[src/rtl/edram_rfr_pkg.sv]
package edram_rfr_pkg;
  localparam int PHASE_W    = 2;
  localparam int NUM_PHASES = 1 << PHASE_W;

  typedef enum logic [0:0] {
    SCAN_IDLE,
    SCAN_RUN
  } scan_state_e;

  typedef enum logic [1:0] {
    ACT_NONE,
    ACT_REFRESH,
    ACT_RETIRE
  } scan_act_e;
endpackage

[src/rtl/rfr_scan_seq.sv]
module rfr_scan_seq
  import edram_rfr_pkg::*;
#(
  parameter int NUM_LINES = 16,
  localparam int IDX_W = $clog2(NUM_LINES)
) (
  input  logic               clk_i,
  input  logic               rst_ni,
  input  logic               tick_i,
  input  logic               stall_i,
  output logic [PHASE_W-1:0] cur_phase_o,
  output logic [IDX_W-1:0]   ptr_o,
  output logic               examine_o,
  output logic               busy_o,
  output logic               overrun_o
);
  localparam logic [IDX_W-1:0] LAST = IDX_W'(NUM_LINES - 1);

  scan_state_e        state_q;
  logic [IDX_W-1:0]   ptr_q;
  logic [PHASE_W-1:0] phase_q;
  logic               overrun_q;

  always_ff @(posedge clk_i or negedge rst_ni) begin
    if (!rst_ni) begin
      state_q   <= SCAN_IDLE;
      ptr_q     <= '0;
      phase_q   <= '0;
      overrun_q <= 1'b0;
    end else if (tick_i) begin
      // a tick always restarts the walk under the new phase
      phase_q   <= phase_q + 1'b1;
      state_q   <= SCAN_RUN;
      ptr_q     <= '0;
      overrun_q <= (state_q == SCAN_RUN);
    end else begin
      overrun_q <= 1'b0;
      if (state_q == SCAN_RUN && !stall_i) begin
        if (ptr_q == LAST) state_q <= SCAN_IDLE;
        else               ptr_q   <= ptr_q + 1'b1;
      end
    end
  end

  assign cur_phase_o = phase_q;
  assign ptr_o       = ptr_q;
  assign busy_o      = (state_q == SCAN_RUN);
  assign examine_o   = (state_q == SCAN_RUN) && !stall_i && !tick_i;
  assign overrun_o   = overrun_q;
endmodule

[src/rtl/rfr_line_table.sv]
module rfr_line_table
  import edram_rfr_pkg::*;
#(
  parameter int NUM_LINES    = 16,
  parameter int CNT_W        = 2,
  parameter int DIRTY_BUDGET = 3,
  parameter int CLEAN_BUDGET = 2,
  localparam int IDX_W = $clog2(NUM_LINES)
) (
  input  logic               clk_i,
  input  logic               rst_ni,
  input  logic               acc_valid_i,
  input  logic [IDX_W-1:0]   acc_idx_i,
  input  logic               acc_write_i,
  input  logic [PHASE_W-1:0] cur_phase_i,
  input  scan_act_e          act_i,
  input  logic [IDX_W-1:0]   act_idx_i,
  input  logic [IDX_W-1:0]   rd_idx_i,
  output logic               rd_valid_o,
  output logic               rd_dirty_o,
  output logic [PHASE_W-1:0] rd_phase_o,
  output logic [CNT_W-1:0]   rd_cnt_o
);
  localparam logic [CNT_W-1:0] LOAD_DIRTY = CNT_W'(DIRTY_BUDGET);
  localparam logic [CNT_W-1:0] LOAD_CLEAN = CNT_W'(CLEAN_BUDGET);

  logic [NUM_LINES-1:0] valid_w;
  logic [NUM_LINES-1:0] dirty_w;
  logic [PHASE_W-1:0]   phase_w [NUM_LINES];
  logic [CNT_W-1:0]     cnt_w   [NUM_LINES];

  for (genvar i = 0; i < NUM_LINES; i++) begin : g_line
    logic               valid_q, dirty_q;
    logic [PHASE_W-1:0] phase_q;
    logic [CNT_W-1:0]   cnt_q;
    logic               acc_hit, act_hit, keep_dirty;

    assign acc_hit    = acc_valid_i && (acc_idx_i == IDX_W'(i));
    assign act_hit    = (act_idx_i == IDX_W'(i));
    assign keep_dirty = valid_q && dirty_q;

    always_ff @(posedge clk_i or negedge rst_ni) begin
      if (!rst_ni) begin
        valid_q <= 1'b0;
        dirty_q <= 1'b0;
        phase_q <= '0;
        cnt_q   <= '0;
      end else if (acc_hit) begin
        valid_q <= 1'b1;
        dirty_q <= keep_dirty || acc_write_i;
        phase_q <= cur_phase_i;
        cnt_q   <= (keep_dirty || acc_write_i) ? LOAD_DIRTY : LOAD_CLEAN;
      end else if (act_hit && act_i == ACT_REFRESH) begin
        cnt_q <= cnt_q - 1'b1;
      end else if (act_hit && act_i == ACT_RETIRE) begin
        valid_q <= 1'b0;
        dirty_q <= 1'b0;
      end
    end

    assign valid_w[i] = valid_q;
    assign dirty_w[i] = dirty_q;
    assign phase_w[i] = phase_q;
    assign cnt_w[i]   = cnt_q;
  end

  assign rd_valid_o = valid_w[rd_idx_i];
  assign rd_dirty_o = dirty_w[rd_idx_i];
  assign rd_phase_o = phase_w[rd_idx_i];
  assign rd_cnt_o   = cnt_w[rd_idx_i];
endmodule

[src/rtl/rfr_decide.sv]
module rfr_decide
  import edram_rfr_pkg::*;
#(
  parameter int NUM_LINES = 16,
  parameter int CNT_W     = 2,
  localparam int IDX_W = $clog2(NUM_LINES)
) (
  input  logic               clk_i,
  input  logic               rst_ni,
  input  logic               examine_i,
  input  logic [IDX_W-1:0]   ptr_i,
  input  logic [PHASE_W-1:0] cur_phase_i,
  input  logic               line_valid_i,
  input  logic               line_dirty_i,
  input  logic [PHASE_W-1:0] line_phase_i,
  input  logic [CNT_W-1:0]   line_cnt_i,
  input  logic               acc_valid_i,
  input  logic [IDX_W-1:0]   acc_idx_i,
  input  logic               rfr_ready_i,
  output scan_act_e          act_o,
  output logic               stall_o,
  output logic               rfr_valid_o,
  output logic [IDX_W-1:0]   rfr_idx_o,
  output logic               wb_req_o,
  output logic               inv_req_o,
  output logic [IDX_W-1:0]   evict_idx_o
);
  logic             rfr_valid_q, wb_q, inv_q;
  logic [IDX_W-1:0] rfr_idx_q, evict_idx_q;
  logic             collide, due;

  // access to the examined line takes precedence over the scan
  assign collide = acc_valid_i && (acc_idx_i == ptr_i);
  assign due     = examine_i && line_valid_i && (line_phase_i == cur_phase_i) && !collide;

  always_comb begin
    act_o = ACT_NONE;
    if (due) act_o = (line_cnt_i == '0) ? ACT_RETIRE : ACT_REFRESH;
  end

  assign stall_o = rfr_valid_q && !rfr_ready_i;

  always_ff @(posedge clk_i or negedge rst_ni) begin
    if (!rst_ni) begin
      rfr_valid_q <= 1'b0;
      rfr_idx_q   <= '0;
      wb_q        <= 1'b0;
      inv_q       <= 1'b0;
      evict_idx_q <= '0;
    end else begin
      if (act_o == ACT_REFRESH) begin
        rfr_valid_q <= 1'b1;
        rfr_idx_q   <= ptr_i;
      end else if (rfr_ready_i) begin
        rfr_valid_q <= 1'b0;
      end
      wb_q  <= (act_o == ACT_RETIRE) && line_dirty_i;
      inv_q <= (act_o == ACT_RETIRE) && !line_dirty_i;
      if (act_o == ACT_RETIRE) evict_idx_q <= ptr_i;
    end
  end

  assign rfr_valid_o = rfr_valid_q;
  assign rfr_idx_o   = rfr_idx_q;
  assign wb_req_o    = wb_q;
  assign inv_req_o   = inv_q;
  assign evict_idx_o = evict_idx_q;
endmodule

[src/rtl/edram_refresh_ctrl.sv]
module edram_refresh_ctrl
  import edram_rfr_pkg::*;
#(
  parameter int NUM_LINES    = 16,
  parameter int DIRTY_BUDGET = 3,
  parameter int CLEAN_BUDGET = 2,
  localparam int IDX_W   = $clog2(NUM_LINES),
  localparam int MAX_BUD = (DIRTY_BUDGET > CLEAN_BUDGET) ? DIRTY_BUDGET : CLEAN_BUDGET,
  localparam int CNT_W   = $clog2(MAX_BUD + 1)
) (
  input  logic               clk_i,
  input  logic               rst_ni,
  input  logic               phase_tick_i,
  input  logic               acc_valid_i,
  input  logic [IDX_W-1:0]   acc_idx_i,
  input  logic               acc_write_i,
  output logic               rfr_valid_o,
  input  logic               rfr_ready_i,
  output logic [IDX_W-1:0]   rfr_idx_o,
  output logic               wb_req_o,
  output logic               inv_req_o,
  output logic [IDX_W-1:0]   evict_idx_o,
  output logic [PHASE_W-1:0] cur_phase_o,
  output logic               scan_busy_o,
  output logic               overrun_o
);
  logic [IDX_W-1:0]   ptr;
  logic               examine, stall;
  logic               line_valid, line_dirty;
  logic [PHASE_W-1:0] line_phase;
  logic [CNT_W-1:0]   line_cnt;
  scan_act_e          act;

  rfr_scan_seq #(.NUM_LINES(NUM_LINES)) u_seq (
    .clk_i       (clk_i),
    .rst_ni      (rst_ni),
    .tick_i      (phase_tick_i),
    .stall_i     (stall),
    .cur_phase_o (cur_phase_o),
    .ptr_o       (ptr),
    .examine_o   (examine),
    .busy_o      (scan_busy_o),
    .overrun_o   (overrun_o)
  );

  rfr_line_table #(
    .NUM_LINES    (NUM_LINES),
    .CNT_W        (CNT_W),
    .DIRTY_BUDGET (DIRTY_BUDGET),
    .CLEAN_BUDGET (CLEAN_BUDGET)
  ) u_table (
    .clk_i       (clk_i),
    .rst_ni      (rst_ni),
    .acc_valid_i (acc_valid_i),
    .acc_idx_i   (acc_idx_i),
    .acc_write_i (acc_write_i),
    .cur_phase_i (cur_phase_o),
    .act_i       (act),
    .act_idx_i   (ptr),
    .rd_idx_i    (ptr),
    .rd_valid_o  (line_valid),
    .rd_dirty_o  (line_dirty),
    .rd_phase_o  (line_phase),
    .rd_cnt_o    (line_cnt)
  );

  rfr_decide #(.NUM_LINES(NUM_LINES), .CNT_W(CNT_W)) u_decide (
    .clk_i        (clk_i),
    .rst_ni       (rst_ni),
    .examine_i    (examine),
    .ptr_i        (ptr),
    .cur_phase_i  (cur_phase_o),
    .line_valid_i (line_valid),
    .line_dirty_i (line_dirty),
    .line_phase_i (line_phase),
    .line_cnt_i   (line_cnt),
    .acc_valid_i  (acc_valid_i),
    .acc_idx_i    (acc_idx_i),
    .rfr_ready_i  (rfr_ready_i),
    .act_o        (act),
    .stall_o      (stall),
    .rfr_valid_o  (rfr_valid_o),
    .rfr_idx_o    (rfr_idx_o),
    .wb_req_o     (wb_req_o),
    .inv_req_o    (inv_req_o),
    .evict_idx_o  (evict_idx_o)
  );
endmodule

[config.mk]
export PLATFORM = sky130hd
export DESIGN_NAME = edram_refresh_ctrl
export DESIGN_NICKNAME = d
export VERILOG_FILES = /design/src/rtl/edram_rfr_pkg.sv /design/src/rtl/rfr_scan_seq.sv /design/src/rtl/rfr_line_table.sv /design/src/rtl/rfr_decide.sv /design/src/rtl/edram_refresh_ctrl.sv
export SDC_FILE = /design/constraint.sdc
export NUM_CORES = 1
export LEC_CHECK = 0
export ABC_AREA = 1
export CORE_ASPECT_RATIO = 0.5
export CORE_MARGIN = 2
export CORE_UTILIZATION = 25
export CTS_CLUSTER_DIAMETER = 60
export DETAILED_ROUTE_END_ITERATION = 7
export PLACE_DENSITY = 0.46
export SYNTH_ARGS = -nofsm -noshare
export SYNTH_HDL_FRONTEND = slang
export SYNTH_SLANG_ARGS = --single-unit
[constraint.sdc]
create_clock -name clk_i -period 2.5 [get_ports clk_i]
set_clock_uncertainty 0.15 [all_clocks]
set_input_delay 0.5 -clock clk_i [delete_from_list [all_inputs] [get_ports clk_i]]
set_output_delay 0.5 -clock clk_i [all_outputs]
set_load 0.02 [all_outputs]
### Yosys cells after proc, flatten, opt, wreduce, memory -nomap -nowiden

Cells that the tools add are included.

| storage, ports and cells | value |
|---|---|
| flip-flop bits (word level) | 115 |
| input port bits | 10 |
| output and inout bits | 15 |
| logic and storage cells | 428 |

| cells by class | value |
|---|---|
| add/subtract/negate cells | 18 |
| order comparisons | 2 |
| eq/ne operators | 51 |
| muxes and demuxes | 133 |
| bitwise operators | 1 |
| reduce and logical (&&, ||, !) cells | 150 |

Operators by type and width:

| operator | number |
|---|---|
| 2-to-1 mux 1 bit | 88 |
| 2-to-1 mux 2 bit | 38 |
| logical AND 1 bit | 73 |
| nonzero test 2 bit | 35 |
| equality test 4 bit (second input constant) | 16 |
| AND reduction 2 bit | 18 |
| equality test 4 x 3 -> 1 bit (second input constant) | 8 |
| != test 2 x 1 -> 1 bit (second input constant) | 16 |
| subtractor 2 x 1 -> 2 bit (second input constant) | 16 |
| binary-select mux 2 bit (select 4 bit) | 2 |
| equality test 4 x 2 -> 1 bit (second input constant) | 4 |
| logical OR 1 bit | 16 |
| 2-to-1 mux 4 bit | 3 |
| binary-select mux 1 bit (select 4 bit) | 2 |
| equality test 4 x 1 -> 1 bit (second input constant) | 2 |
| zero test 4 bit | 2 |
| greater-or-equal comparator 5 bit (second input constant) | 1 |
| zero test 1 bit | 5 |
| less-than comparator 4 x 5 -> 1 bit (second input constant) | 1 |
| NOT 4 -> 5 bit | 1 |
| adder 4 x 1 -> 4 bit (second input constant) | 1 |
| equality test 4 bit | 1 |
| adder 2 x 1 -> 2 bit (second input constant) | 1 |
| equality test 2 x 1 -> 1 bit (second input constant) | 1 |
| other kinds (4) | 4 |

### Logic depth before layout (Yosys ltp)

| logic depth | value |
|---|---|
| depth in word-level cells | 14 |
| gate-level depth with buffers | 18 |
| depth with buffers taken out | 15 |

### Modules after synthesis

A second synthesis with hierarchy kept.

| second synthesis, totals | value |
|---|---|
| cell total of the unflattened synthesis | 911 |
| area, all modules | 6427.4 um2 |

By module, submodules not included:

| module | instances | cells an instance | area an instance (um2) | seq. area each (um2) |
|---|---|---|---|---|
| rfr_line_table | 1 | 793 | 5436.5 | 2402.3 |
| rfr_decide | 1 | 75 | 621.8 | 275.3 |
| rfr_scan_seq | 1 | 43 | 369.1 | 200.2 |

### Least setup slack after synthesis

Ideal clock, no wire load.

| timing | value |
|---|---|
| path kind | reg-to-reg |
| start | register u_seq.ptr_q[0] (netlist: u_seq.ptr_o[0]) |
| end | register u_table.g_line[3].valid_q |
| arrival | 1845 ps |
| data required time | 2229 ps |
| setup slack | 385 ps |
| stages on the path, launching flop included | 18 |
| path buffers | 3 |
| period minus slack after synthesis | 2115 ps |
| cell sequence | dfrtp_1 buf_4 inv_2 buf_4 nand2_1 nand3_1 nand2_1 nand2_1 nand2_1 nor2_1 nor2_1 nor2_4 nand3_2 clkinv_2 buf_6 nand2_2 nand2_1 nand2_1 |

| on the way | value |
|---|---|
| cells in the longest elaborated chain, start to end | 12 |
| elaborated cells on any way between the ends | 27 |

RTL lines:

| item | RTL line | RTL |
|---|---|---|
| start: declaration | rfr_scan_seq.sv:20 | `logic [IDX_W-1:0] ptr_q;` |
| start signal: assignment | rfr_scan_seq.sv:40 | `else ptr_q <= ptr_q + 1'b1;` |
| NOT 4 -> 5 bit (not written as such) | rfr_line_table.sv:69, rfr_line_table.sv:70 |  |
| binary-select mux 2 bit (select 4 bit) | rfr_line_table.sv:69 | `assign rd_phase_o = phase_w[rd_idx_i];` |
| 2-to-1 mux 2 bit (not written as such) (2 in series) | rfr_line_table.sv:69 |  |
| equality test 2 bit | rfr_decide.sv:34 | `assign due = examine_i && line_valid_i && (line_phase_i == cur_phase_i) && !collide;` |
| logical AND 1 bit (2 in series) | rfr_decide.sv:34 |  |
| 2-to-1 mux 2 bit | rfr_decide.sv:38 | `if (due) act_o = (line_cnt_i == '0) ? ACT_RETIRE : ACT_REFRESH;` |
| equality test 2 x 1 -> 1 bit / equality test 2 bit (equally long branches) | rfr_line_table.sv:53, rfr_line_table.sv:55 |  |
| logical AND 1 bit, on equally long branches | rfr_line_table.sv:53, rfr_line_table.sv:55 |  |
| != test 2 x 1 -> 1 bit (no line) / nonzero test 2 bit (equally long branches) | -- |  |
| AND reduction 2 bit (no line) * | -- |  |
| end signal: assignment | rfr_line_table.sv:44 | `valid_q <= 1'b0;` |
| end signal: assignment | rfr_line_table.sv:49 | `valid_q <= 1'b1;` |
| end signal: assignment | rfr_line_table.sv:56 | `valid_q <= 1'b0;` |
| end: declaration | rfr_line_table.sv:33 | `logic valid_q, dirty_q;` |

Every way passes the cells marked *; elsewhere a longest branch is shown, timed or not. The select of a mux whose other input is x is not followed.
A chain may end at the register's enable or synchronous reset.

### Final worst setup path

| timing | value |
|---|---|
| start | register u_seq.ptr_q[0] (netlist: u_seq.ptr_o[0]) |
| end | register u_table.g_line[10].cnt_q[0] |

| on the way | value |
|---|---|
| cells in the longest elaborated chain, start to end | 11 |
| elaborated cells on any way between the ends | 23 |

RTL lines:

| item | RTL line | RTL |
|---|---|---|
| NOT 4 -> 5 bit (not written as such) | rfr_line_table.sv:69, rfr_line_table.sv:70 |  |
| binary-select mux 2 bit (select 4 bit) | rfr_line_table.sv:69 |  |
| 2-to-1 mux 2 bit (not written as such) (2 in series) | rfr_line_table.sv:69 |  |
| equality test 2 bit | rfr_decide.sv:34 |  |
| logical AND 1 bit (2 in series) | rfr_decide.sv:34 |  |
| 2-to-1 mux 2 bit | rfr_decide.sv:38 |  |
| equality test 2 x 1 -> 1 bit | rfr_line_table.sv:53 | `end else if (act_hit && act_i == ACT_REFRESH) begin` |
| logical AND 1 bit * | rfr_line_table.sv:53 |  |
| nonzero test 2 bit (no line) * | -- |  |
| end signal: assignment | rfr_line_table.sv:52 | `cnt_q <= (keep_dirty \|\| acc_write_i) ? LOAD_DIRTY : LOAD_CLEAN;` |
| end signal: assignment | rfr_line_table.sv:54 | `cnt_q <= cnt_q - 1'b1;` |
| end: declaration | rfr_line_table.sv:35 | `logic [CNT_W-1:0] cnt_q;` |

Marks and branches as above.

==> out/qor.txt <==
Worst-path clk slew: 0.06 ns
Remaining antenna violation count: 0
RePlAce Congestion: 0.8119
Outcome: finished, final reports clean
Clock sink count: 115
Worst IR Drop VDD: 0.6362 mV
Top post-synthesis cells by area: dfrtp_1 44%, nand2_1 20%, o21ai_0 6.8%
Fill cells: 2660
Vias per cell: 4.463
Pwr Density: 1124 mW/mm^2
Initial DRC count: 497
Post-synth top area cell: dfrtp_1
Number of nets in the final layout: 1014
Largest net degree at the start of global routing: 53
Slew margin rel.: 67.06%
Remaining DRCs: 0
CTS buffer count: 17
CP endpoint kind: flip-flop
CTS root buf: clkbuf_16
RSZ-0062 raised after global routing: true
Clock Path Buffers: 2
DR WL/cell: 15.07 um
Yosys warnings: 0
Worst Setup Start Kind: flip-flop
Worst Max-Slew Pin Slew: 0.4940 ns
First-pass GRT wire length: 31730 um
Post-Syn Instances: 917
Crit path time final: 2.419 ns
WP data arrival: 2.63 ns
TritonCTS clock tree: built
Worst-skew pair later-pin latency: 0.42 ns
Pleak: 4.326 nW
Post-DP Area: 0.007505 mm^2
Layout Utilization: 32.54%
Synthesis-stage register bit count: 115
Port buffer count: 24
Crit. Startpoint: u_seq.ptr_o[0]$_DFFE_PN0P_
Post-route clock period utilization: 96.75%
Initial DRT Pass Iterations: 5
Antenna Cells: 0
Avg Inst Size Synth: 7.056 um^2
Vias: 6047
Sequential fraction of the synthesis area: 44.48%
Total Wirelength: 20420 um
Number of global-route vias before repair: 5701
Hold Vio Cnt, Final: 0
Max-slew violations: 0
Area of the multi-input gates: 0.003008 mm^2
Die Y: 117.8 um
Die area: 0.02726 mm^2
Initial antenna violation count: 0
GR Overflow Total: 0
Critical Path Fanout Max: 23
Min Hold Slack: 0.3202 ns
Hold Crit Start: u_table.g_line[13].valid_q$_DFFE_PN0P_
Reg2reg start: u_seq.ptr_o[0]$_DFFE_PN0P_
Core footprint: 0.02529 mm^2
Area grow syn2layout: 27.21%
Setup violators final: 0
H-tree lvl count: 4
Syn_nets: 931
Syn Std Cell Area: 0.006470 mm^2
CP Class: reg2reg
Design Area, Final: 0.008230 mm^2
Yosys top cell area share: 44.48%
Total GRT Usage: 15.28%
Share of cells above drive strength 1: 12.76%
TNS Setup: 0 ns
Hold Path Class: reg2reg
Critical Path RT: 2.71 ns
Floorplan row count: 41
Die width: 231.5 um
Ports: 25
Detail Placement HPWL: 14010 um
Post-synth cell types: 28
# Max-Cap Violations: 0
Flip-flop and latch area: 0.002880 mm^2
Initial Utilization: 25.58%
Highest Clock Rate: 0.4134 GHz
## cell families (layout without fill, tap and decap cells)
logic type	Yosys count	after routing	share of synthesized area, %
buffers and inverters	140	234	9.302
adder cells (fa/ha/maj)	4	4	0.7736
XOR/XNOR	18	18	2.437
flip-flops	115	115	44.48
AO/OA/AOI/OAI	102	102	7.948
AND/OR/NAND/NOR	538	538	35.06
## worst max-delay path, stage by stage, from the launching register on
cell	delay [ns]
dfrtp_2	0.45
buf_4	0.16
clkbuf_16	0.19
nor2_1	0.11
nor2_1	0.05
nand3b_1	0.14
nand2_1	0.07
inv_1	0.06
o21ai_1	0.11
nor2_4	0.17
buf_4	0.20
nand4_1	0.21
nand2_1	0.16
nand2_1	0.06
nand2_1	0.05
## per-stage QoR
step / instances / total power, mW / setup slack [ns]
2_1_floorplan: 917 / 5.166 / 0.3848
3_3_place_gp: 1321 / 6.486 / -0.1272
3_5_place_dp: 1321 / 6.526 / -0.1486
4_1_cts: 1352 / 9.136 / 0.07899
5_1_grt: 1355 / 9.875 / -0.04382
6_report: 1355 / 9.250 / 0.08118
## area by class of cell
cell class | count | share of cell area, %
inverters | 115 | 5.382
clock inverters | 11 | 1.961
repair buffers | 89 | 10.50
flip-flops and latches | 115 | 35.00
clock buffers | 19 | 5.382
well taps | 344 | 5.230
multi-input cells | 662 | 36.55
## Yosys cell counts (all sizes together)
master,instances
a211oi,1
a21oi,9
buf,16
clkbuf,9
clkinv,1
dfrtp,115
ha,4
inv,114
nand2,362
nand3,56
nand3b,1
nand4,18
nor2,85
nor3,16
o21ai,91
o22ai,1
xnor2,1
xor2,17
## registers in the layout (all words and copies together), names as in the netlist
| name | flops |
|---|---|
| u_seq.cur_phase_o | 2 |
| u_table.g_line.valid_q | 16 |
| u_table.g_line.phase_q | 32 |
| u_decide.evict_idx_o | 4 |
| u_decide.rfr_idx_o | 4 |
| u_table.g_line.cnt_q | 32 |
| u_decide.wb_req_o | 1 |
| u_table.g_line.dirty_q | 16 |
| u_decide.rfr_valid_o | 1 |
| u_seq.overrun_o | 1 |
| u_decide.inv_req_o | 1 |
| u_seq.busy_o | 1 |
| u_seq.ptr_o | 4 |
## report_power, final
group          switching, mW  internal (mW)
clock network          0.889           1.67
registers              0.424           2.49
logic                   2.39           1.38
## final timing paths
path,cells after the start,slack (ns),endpoint
worst max register to register,14,0.08,u_table.g_line[10].cnt_q[0]$_DFFE_PN0P_
worst min register to register,2,0.32,u_table.g_line[13].valid_q$_DFFE_PN0P_
max in group asynchronous,3,1.08,u_seq.ptr_o[0]$_DFFE_PN0P_
min in group asynchronous,2,0.43,u_table.g_line[10].phase_q[1]$_DFFE_PN0P_
worst max-delay path,14,0.08,u_table.g_line[10].cnt_q[0]$_DFFE_PN0P_
worst min-delay path,2,0.32,u_table.g_line[13].valid_q$_DFFE_PN0P_
## layer usage
metal / track usage [%] / wire length (um) / up-vias
met5: 0 / 0 / -
met4: 3.911 / 211 / 0
met3: 4.094 / 1274 / 14
met2: 22.14 / 8420 / 152
met1: 22.24 / 10520 / 2850
li1: - / - / 3031
## cell usage in the layout (no fill, tap or decap), types with 9 or more instances in the layout
master and n:
nor3_1 16, o21ai_0 88, dfrtp_1 113, nor2_1 81, nand4_2 10, xor2_1 17, a21oi_1 9, nand3_1 54
nand2_1 348, inv_1 112, nand2_2 14, buf_4 52, clkbuf_16 19, clkdlybuf4s50_1 23
## timing repair
action,4_1_cts,5_1_grt
endpoints found under the hold margin,32,0
endpoints found under the setup margin,0,56
hold buffers,1,0
gates resized for setup,0,18
setup buffers,0,1
Power figures use the tool's default switching activity.
